### config.mk
export PLATFORM = sky130hd
export DESIGN_NAME = sbw_wake_unit
export DESIGN_NICKNAME = d
export VERILOG_FILES = /design/src/rtl/sbw_pkg.sv /design/src/rtl/sbw_clk_sel.sv /design/src/rtl/sbw_shifter.sv /design/src/rtl/sbw_regs.sv /design/src/rtl/sbw_wake_unit.sv
export SDC_FILE = /design/constraint.sdc
export NUM_CORES = 1
export LEC_CHECK = 0
export BUFFER_PORTS_ARGS = -buffer_cell sky130_fd_sc_hd__buf_2
export CAP_MARGIN = 5
export CELL_PAD_IN_SITES_DETAIL_PLACEMENT = 1
export CELL_PAD_IN_SITES_GLOBAL_PLACEMENT = 2
export CORE_ASPECT_RATIO = 1.1
export CORE_MARGIN = 2
export CORE_UTILIZATION = 35
export CTS_BUF_LIST = sky130_fd_sc_hd__clkbuf_4
export CTS_CLUSTER_DIAMETER = 150
export DETAILED_ROUTE_END_ITERATION = 6
export GPL_TIMING_DRIVEN = 0
export HOLD_SLACK_MARGIN = 0.06
export MAX_ROUTING_LAYER = met4
export PLACE_DENSITY_LB_ADDON = 0.1
export SLEW_MARGIN = 20
export SYNTH_ARGS = -nofsm -noshare
export SYNTH_HDL_FRONTEND = slang
export SYNTH_HIERARCHICAL = 1
export SYNTH_SLANG_ARGS = --single-unit
### constraint.sdc
create_clock -name clk -period 1.07 [get_ports clk]
set_input_delay 0.1605 -clock clk [delete_from_list [all_inputs] [get_ports clk]]
set_output_delay 0.1605 -clock clk [all_outputs]
set_load 0.05 [all_outputs]
### src/rtl/sbw_pkg.sv
`timescale 1ns/1ps
package sbw_pkg;
  localparam int CTRL_W    = 8;
  localparam int EN_BIT    = 7;
  localparam int MATCH_BIT = 6;
  localparam int WAKE_BIT  = 5;
  localparam int SIC_BIT   = 4;

  localparam logic [1:0] SRC_PIN   = 2'b00;
  localparam logic [1:0] SRC_TIMER = 2'b01;

  localparam logic [1:0] RA_CTRL  = 2'd0;
  localparam logic [1:0] RA_ADDR  = 2'd1;
  localparam logic [1:0] RA_SHIFT = 2'd2;
endpackage

### src/rtl/sbw_clk_sel.sv
`timescale 1ns/1ps
module sbw_clk_sel #(
  parameter int SYNC_STAGES = 2,
  parameter int PRESCALE    = 4
) (
  input  logic       clk,
  input  logic       rst_n,
  input  logic       en,
  input  logic [1:0] src,
  input  logic       pin,
  input  logic       timer_tick,
  output logic       tick
);
  import sbw_pkg::*;
  localparam int PW = (PRESCALE > 1) ? $clog2(PRESCALE) : 1;

  logic [SYNC_STAGES:0] sync_q, sync_d;
  logic [PW-1:0]        pre_q, pre_d;
  logic                 pin_rise, pre_last, sel;

  assign sync_d   = {sync_q[SYNC_STAGES-1:0], pin};
  assign pin_rise = sync_q[SYNC_STAGES-1] & ~sync_q[SYNC_STAGES];
  assign pre_last = (pre_q == PW'(PRESCALE - 1));

  always_comb begin
    if (!en || pre_last) pre_d = '0;
    else                 pre_d = pre_q + 1'b1;
  end

  always_comb begin
    case (src)
      SRC_PIN:   sel = pin_rise;
      SRC_TIMER: sel = timer_tick;
      default:   sel = pre_last;
    endcase
    tick = en & sel;
  end

  always_ff @(posedge clk or negedge rst_n) begin
    if (!rst_n) begin
      sync_q <= '0;
      pre_q  <= '0;
    end else begin
      sync_q <= sync_d;
      pre_q  <= pre_d;
    end
  end
endmodule

### src/rtl/sbw_shifter.sv
`timescale 1ns/1ps
module sbw_shifter #(
  parameter int DATA_W = 8
) (
  input  logic              clk,
  input  logic              rst_n,
  input  logic              en,
  input  logic              tick,
  input  logic              load,
  input  logic [DATA_W-1:0] load_data,
  input  logic              sdi,
  output logic [DATA_W-1:0] data_q,
  output logic [DATA_W-1:0] data_d,
  output logic              done
);
  localparam int CW = $clog2(DATA_W);

  logic [CW-1:0] cnt_q, cnt_d;
  logic          last, step;

  assign last = (cnt_q == CW'(DATA_W - 1));
  assign step = en & tick & ~load;
  assign done = step & last;

  always_comb begin
    data_d = data_q;
    cnt_d  = cnt_q;
    if (!en) cnt_d = '0;
    if (load) begin
      data_d = load_data;
      cnt_d  = '0;
    end else if (step) begin
      data_d = {data_q[DATA_W-2:0], sdi};
      cnt_d  = last ? '0 : cnt_q + 1'b1;
    end
  end

  always_ff @(posedge clk or negedge rst_n) begin
    if (!rst_n) begin
      data_q <= '0;
      cnt_q  <= '0;
    end else begin
      data_q <= data_d;
      cnt_q  <= cnt_d;
    end
  end
endmodule

### src/rtl/sbw_regs.sv
`timescale 1ns/1ps
module sbw_regs #(
  parameter int DATA_W = 8
) (
  input  logic                      clk,
  input  logic                      rst_n,
  input  logic                      wr_ctrl,
  input  logic                      wr_addr,
  input  logic [DATA_W-1:0]         wdata,
  output logic [sbw_pkg::CTRL_W-1:0] ctrl_q,
  output logic [DATA_W-1:0]         sva_q
);
  import sbw_pkg::*;

  logic [CTRL_W-1:0] ctrl_d;
  logic [DATA_W-1:0] sva_d;

  always_comb begin
    ctrl_d = ctrl_q;
    sva_d  = sva_q;
    if (wr_ctrl) begin
      ctrl_d            = wdata[CTRL_W-1:0];
      ctrl_d[MATCH_BIT] = 1'b0;
    end
    if (wr_addr) sva_d = wdata;
  end

  always_ff @(posedge clk or negedge rst_n) begin
    if (!rst_n) begin
      ctrl_q <= '0;
      sva_q  <= '0;
    end else begin
      ctrl_q <= ctrl_d;
      sva_q  <= sva_d;
    end
  end
endmodule

### src/rtl/sbw_wake_unit.sv
`timescale 1ns/1ps
module sbw_wake_unit #(
  parameter int DATA_W      = 8,
  parameter int PRESCALE    = 4,
  parameter int SYNC_STAGES = 2
) (
  input  logic              clk,
  input  logic              rst_n,
  input  logic              reg_wr,
  input  logic [1:0]        reg_addr,
  input  logic [DATA_W-1:0] reg_wdata,
  output logic [DATA_W-1:0] reg_rdata,
  input  logic              sclk_pin,
  input  logic              timer_tick,
  input  logic              sdi,
  output logic              sdo,
  input  logic              bus_rel,
  input  logic              bus_cmd,
  output logic              irq
);
  import sbw_pkg::*;

  logic [1:0]        rst_sync_q;
  logic              rst_core_n;
  logic [CTRL_W-1:0] ctrl_q, ctrl_rd;
  logic [DATA_W-1:0] sva_q, shift_q, shift_d;
  logic              en, wake_eff, tick, done, match, irq_d, irq_q;
  logic              wr_ctrl, wr_addr, wr_shift;

  // reset: asserted asynchronously, released on the clock
  always_ff @(posedge clk or negedge rst_n) begin
    if (!rst_n) rst_sync_q <= '0;
    else        rst_sync_q <= {rst_sync_q[0], 1'b1};
  end
  assign rst_core_n = rst_sync_q[1];

  assign wr_ctrl  = reg_wr & (reg_addr == RA_CTRL);
  assign wr_addr  = reg_wr & (reg_addr == RA_ADDR);
  assign wr_shift = reg_wr & (reg_addr == RA_SHIFT);

  sbw_regs #(.DATA_W(DATA_W)) u_regs (
    .clk(clk), .rst_n(rst_core_n), .wr_ctrl(wr_ctrl), .wr_addr(wr_addr),
    .wdata(reg_wdata), .ctrl_q(ctrl_q), .sva_q(sva_q));

  assign en       = ctrl_q[EN_BIT];
  assign wake_eff = ctrl_q[WAKE_BIT] & ~ctrl_q[SIC_BIT];

  sbw_clk_sel #(.SYNC_STAGES(SYNC_STAGES), .PRESCALE(PRESCALE)) u_clk (
    .clk(clk), .rst_n(rst_core_n), .en(en), .src(ctrl_q[1:0]),
    .pin(sclk_pin), .timer_tick(timer_tick), .tick(tick));

  sbw_shifter #(.DATA_W(DATA_W)) u_shift (
    .clk(clk), .rst_n(rst_core_n), .en(en), .tick(tick), .load(wr_shift),
    .load_data(reg_wdata), .sdi(sdi), .data_q(shift_q), .data_d(shift_d),
    .done(done));

  assign match = en & (shift_q == sva_q);

  always_comb begin
    ctrl_rd            = ctrl_q;
    ctrl_rd[MATCH_BIT] = match;
    case (reg_addr)
      RA_CTRL:  reg_rdata = DATA_W'(ctrl_rd);
      RA_ADDR:  reg_rdata = sva_q;
      RA_SHIFT: reg_rdata = shift_q;
      default:  reg_rdata = '0;
    endcase
  end

  // end-of-transfer interrupt, gated by the address match when waking
  assign irq_d = done & (~wake_eff | (bus_rel & bus_cmd & (shift_d == sva_q)));

  always_ff @(posedge clk or negedge rst_core_n) begin
    if (!rst_core_n) irq_q <= 1'b0;
    else             irq_q <= irq_d;
  end

  assign irq = irq_q;
  assign sdo = shift_q[DATA_W-1];
endmodule

**After elaboration in Yosys (flattened, before gate mapping)**

Index checks and enable logic that the tools add are counted.

- Bits in registers: 34
- Input bits: 18
- Word-level logic and storage cells: 49

- Bitwise logic cells: 18
- Multiplexer cells: 9
- Eq/ne operators: 8
- Reduce and logical (&&, ||, !) cells: 4
- $add $sub $neg: 2

Operators by type and width:

| operator | count |
|---|---|
| $pmux 8 s3 | 1 |
| $eq 8x8->1 | 2 |
| $mux 8 | 2 |
| $and 1x1->1 | 13 |
| $mux 3 | 4 |
| $eq 2x1->1 const B | 2 |
| $eq 2x2->1 const B | 2 |
| $logic_not 2->1 | 2 |
| $not 1->1 | 4 |
| $add 3x1->3 const B | 1 |
| $eq 3x3->1 const B | 1 |
| $ne 3x1->1 const B | 1 |
| $add 2x1->2 const B | 1 |
| $mux 2 | 1 |
| $pmux 1 s2 | 1 |
| $logic_not 1->1 | 1 |
| $logic_or 1x1->1 | 1 |
| $or 1x1->1 | 1 |

**Logic depth before layout (Yosys ltp)**

- Depth in word-level cells: 12
- Mapped depth: 9
- Gate-level depth less buffers: 8

**Hierarchy**

Netlist, hierarchy kept.

Modules (own cells, without submodules):

| module | instances | area each (um^2) | sequential area each (um^2) | cells an instance |
|---|---|---|---|---|
| sbw_shifter | 1 | 636.9 | 275.3 | 60 |
| sbw_regs | 1 | 634.4 | 375.4 | 34 |
| sbw_wake_unit | 1 | 474.2 | 75.1 | 62 |
| sbw_clk_sel | 1 | 185.2 | 125.1 | 13 |

**Least setup slack after synthesis**

No wires, ideal clock.

- Kind: register -> output
- Start: reg u_shift.data_q[7]
- End: out reg_rdata[6]
- Path buffers: 0
- Slack: -0.981 ns
- Stages on the path, launching flop included: 5
- Data arrival time: 1.891 ns
- Cell sequence: dfrtp_1 > xor2_1 > nor4_2 > nand4_1 > o21ai_1

- Word-level cells in the longest chain between the ends: 3

Ends and longest elaborated chain:

| element | RTL line | source |
|---|---|---|
| start: declaration | sbw_shifter.sv:12 | `output logic [DATA_W-1:0] data_q,` |
| start signal: assignment | sbw_shifter.sv:43 | `data_q <= data_d;` |
| $eq 8x8->1 | sbw_wake_unit.sv:57 | `assign match = en & (shift_q == sva_q);` |
| $and 1x1->1 | sbw_wake_unit.sv:57 |  |
| $pmux 8 s3 | sbw_wake_unit.sv:62 | `case (reg_addr)` |
| end: declaration | sbw_wake_unit.sv:12 | `output logic [DATA_W-1:0] reg_rdata,` |

No other way between the ends.

**Final worst setup path**

- Start: reg u_regs/ctrl_q[0] (netlist name)
- End: reg irq_q (netlist: irq)

- Word-level cells in the longest chain between the ends: 11

Ends and longest elaborated chain:

| element | RTL line | source |
|---|---|---|
| start: declaration | sbw_regs.sv:10 | `output logic [sbw_pkg::CTRL_W-1:0] ctrl_q,` |
| start signal: assignment | sbw_regs.sv:33 | `ctrl_q <= ctrl_d;` |
| $eq 2x1->1 or $logic_not 2->1 (tied branches) | sbw_clk_sel.sv:31 | `case (src)` |
| $pmux 1 s2 (*) | sbw_clk_sel.sv:31 |  |
| $and 1x1->1 (*) | sbw_clk_sel.sv:36 | `tick = en & sel;` |
| net tick | sbw_wake_unit.sv:27 | `logic en, wake_eff, tick, done, match, irq_d, irq_q;` |
| $and 1x1->1 (*) (2 in a row) | sbw_shifter.sv:22 | `assign step = en & tick & ~load;` |
| $mux 8 (*) | sbw_shifter.sv:32 | `end else if (step) begin` |
| $mux 8 (*) | sbw_shifter.sv:29 | `if (load) begin` |
| net shift_d[1] | sbw_wake_unit.sv:26 | `logic [DATA_W-1:0] sva_q, shift_q, shift_d;` |
| $eq 8x8->1 (*) | sbw_wake_unit.sv:71 | `assign irq_d = done & (~wake_eff \| (bus_rel & bus_cmd & (shift_d == sva_q)));` |
| $and 1x1->1 (*) | sbw_wake_unit.sv:71 |  |
| $or 1x1->1 (*) | sbw_wake_unit.sv:71 |  |
| $and 1x1->1 (*) | sbw_wake_unit.sv:71 |  |
| net irq_d | sbw_wake_unit.sv:27 |  |
| end signal: assignment | sbw_wake_unit.sv:75 | `else irq_q <= irq_d;` |
| end: declaration | sbw_wake_unit.sv:27 |  |

The timed path passes the listed nets; every way through them passes the cells marked *.
A chain may end at the register's enable or synchronous reset.

==> run_results.csv <==
group,metric,value,unit
worst_setup_path,first_element_of_the_critical_path,"u_regs/ctrl_q[0]",
detailed_routing,drtPass1Iterations,4,
detailed_routing,dr_total_vias,1463,
detailed_routing,post-route-drc-count,0,
yosys,post_synth_inst_count,167,
power_and_ir_drop,totalPowerFinal,4810,uW
detailed_routing,vias_per_cell,4.94,
worst_hold_path,min_path_type,"input pin to register",
worst_setup_path,timing.critical_path.max_delay_family,"simple AND/OR/NAND/NOR gates",
run,timing.max_cap.violations,0,
timing,fin_tns_setup,-11.48,ns
timing,setup_repair_after_global_routing_missed_its_margin,"true",
cts,cts_num_sinks,34,
die,fp.dieW,74.6,um
place,routabilityCongestion,0.827,
power_and_ir_drop,p_per_area,1810,nW/um^2
worst_setup_path,cp-end-kind,"register",
cts,clock_root_buffer,"sky130_fd_sc_hd__clkbuf_4",
timing,timing_worst_slew_pin_value,0.735,ns
detailed_routing,detailroute.wirelength.met2,2800,um
die,die_outline_area,6090,sq um
timing,hold_slack,0.0735,ns
run_status,run_status,"complete, but fails checks",
detailed_routing,wl,5290,um
timing,slew_headroom,51.0,%
cts,cts-htree-levels,2,
worst_setup_path,worst_r2r_path_depth,8,
yosys,synth.net_count,188,
detailed_routing,postRouteAntennaNets,0,
worst_setup_path,ff2ff_setup_slack,-1.11,ns
worst_setup_path,critical-path-max-stage-delay,0.42,ns
final_layout,diodes,0,
place,placedInstanceArea,2270,sq um
die,chipHeight,81.7,um
final_layout,share_of_layout_cells_above_drive_strength_1,46.2,%
detailed_routing,top_layer_used,"met4",
worst_setup_path,cp_num_cells,8,
final_layout,num-nets-final,241,
global_routing,grt_max_degree,33,
die,cell_row_count,28,
yosys,syn_area,1920,sq um
place,place_hpwl,3540,um
worst_setup_path,critical_path.cell_chain,"or3b_4, a221oi_4, buf_6, and2_4, o211ai_1, xnor2_1, nand3_1, o31ai_2",
cts,cts_tree,"done",
worst_setup_path,worstPathBufferInverterCount,1,
global_routing,grt_antenna_before_repair,0,
timing,final_setup_viols,21,
power_and_ir_drop,p_leak,0.00113,uW
timing,min_period,2.18,ns
die,io-pin-count,28,
die,fp.coreArea,5330,sq um
timing,finalHoldViolations,0,
final_layout,post-route-cell-area,2660,sq um
worst_setup_path,crit_arrival,2.45,ns
final_layout,register_area,857,sq um
worst_setup_path,critPathMaxFanout,6,
cts,clock_latency,0.35,ns
worst_setup_path,critPathRequiredTime,1.34,ns
global_routing,globalRouteOverflowTotal,0,
worst_setup_path,timing.critical_path.to,"irq",
global_routing,grt_pass1_vias,1635,
global_routing,groute.usage.overall,19.2,%
worst_setup_path,worst_r2r_endpoint,"irq",
detailed_routing,met1_length,2280,um
power_and_ir_drop,vdd_drop_max,0.000655,V
die,start_util,36.0,%
worst_setup_path,timing.rr.start,"u_regs/ctrl_q[0]",
timing,finClkSkew,0.0163,ns
run_status,violations_in_the_final_reports,"negative setup slack",
timing,maxSlewViolCount,0,
detailed_routing,drt-wirelength-per-cell,17.9,um
timing,setup_slack,-1.11,ns
yosys,syn_area_per_cell,11.5,sq um
final_layout,multiInputGateArea,1150,sq um
global_routing,grt_first_pass_wirelength,8360,um
cts,path_clk_slew,0.12,ns
timing,layout_worst_path_cycle_share,203,%
place,portBuffers,27,
worst_setup_path,setup.worst_path.class,"register to register",
detailed_routing,detail_route.iter0.violations,47,
yosys,ys_warn_count,6,
worst_setup_path,timing.critical_path.from_type,"register",
cts,cts_buffer_depth,2,
cts,cts_inserted_buffers,5,
final_layout,fillers,585,
worst_setup_path,critical_path.slowest_cell,"sky130_fd_sc_hd__dfrtp_1",
timing,fmax,0.460,GHz
detailed_routing,met3RoutedLength,159,um
final_layout,synthToLayoutAreaGrowth,38.5,%
-- what timing repair did --
action | 4_1_cts | 5_1_grt
resized for setup | 41 | 11
buffers inserted | 13 | 6
gates cloned | 0 | 2
setup endpoints to repair | 22 | 22
hold buffers | 4 | 0
endpoints found under the hold margin | 6 | 0
pin swaps | 9 | 8
-- placed cells by master (no fill, tap or decap), drive strengths merged, types with 7 or more instances in the layout --
cell / instances
dfrtp: 34
nand2: 16
clkbuf: 7
nand4b: 8
mux2i: 9
o21ai: 9
nand2b: 8
xnor2: 12
buf: 50
mux2: 15
o211ai: 7
-- area by class of cell --
type,instances,share of cell area [%]
multi-input cells,120,43.5
well taps,75,3.53
plain buffers,9,3.86
clock buffers,6,1.69
inverters,4,0.565
repair buffers,46,14.3
flip-flops and latches,34,32.3
clock inverters,2,0.330
-- sequential cells by signal (all words and copies together), names as in the netlist --
name and count:
u_regs/sva_q 8, u_shift/data_q 8, u_regs/ctrl_q 7, u_clk/sync_q 3, u_shift/cnt_q 3, rst_sync_q 2, u_clk/pre_q 2, irq 1
-- worst reg2reg max path, stage by stage (launching register included) --
cell and delay (ns):
sky130_fd_sc_hd__dfrtp_1 0.42, sky130_fd_sc_hd__or3b_4 0.39, sky130_fd_sc_hd__a221oi_4 0.23, sky130_fd_sc_hd__buf_6 0.16
sky130_fd_sc_hd__and2_4 0.19, sky130_fd_sc_hd__o211ai_1 0.12, sky130_fd_sc_hd__xnor2_1 0.23, sky130_fd_sc_hd__nand3_1 0.12
sky130_fd_sc_hd__o31ai_2 0.25
-- through the flow --
| step | setup WS (ns) | utilization (%) | cells |
|---|---|---|---|
| 2_1_floorplan | -0.918 | - | 167 |
| 3_3_place_gp | -1.23 | 42.5 | 269 |
| 3_5_place_dp | -1.27 | 42.6 | 269 |
| 4_1_cts | -1.16 | 48.8 | 293 |
| 5_1_grt | -1.20 | 49.9 | 296 |
| 6_report | -1.11 | 49.9 | 296 |
-- power breakdown --
group	internal [uW]	switching [uW]	total (uW)
clock network	272	450	723
logic	1120	1050	2180
registers	1560	353	1910
total	2960	1860	4810
-- worst min path at each step --
| stage | from | end | slack (ns) | cells after the start |
|---|---|---|---|---|
| 6_report | reg_wdata[3] | u_regs/ctrl_q[3] | 0.07 | 2 |
| 5_1_grt | reg_wdata[3] | u_regs/ctrl_q[3] | 0.06 | 2 |
| 4_1_cts | bus_cmd | irq | 0.06 | 3 |
| 3_5_place_dp | rst_n | rst_sync_q[0] | -0.05 | 1 |
| 3_3_place_gp | rst_n | rst_sync_q[0] | -0.05 | 1 |
| 2_1_floorplan | rst_n | rst_sync_q[0] | -0.14 | 0 |
-- routing by layer --
metal | GRT usage (%) | up-vias
met5 | - | -
met4 | 4.82 | 0
met3 | 3.56 | 7
met2 | 33.9 | 21
met1 | 22.5 | 737
li1 | - | 698
No activity file was read; power rests on OpenSTA's default activity.
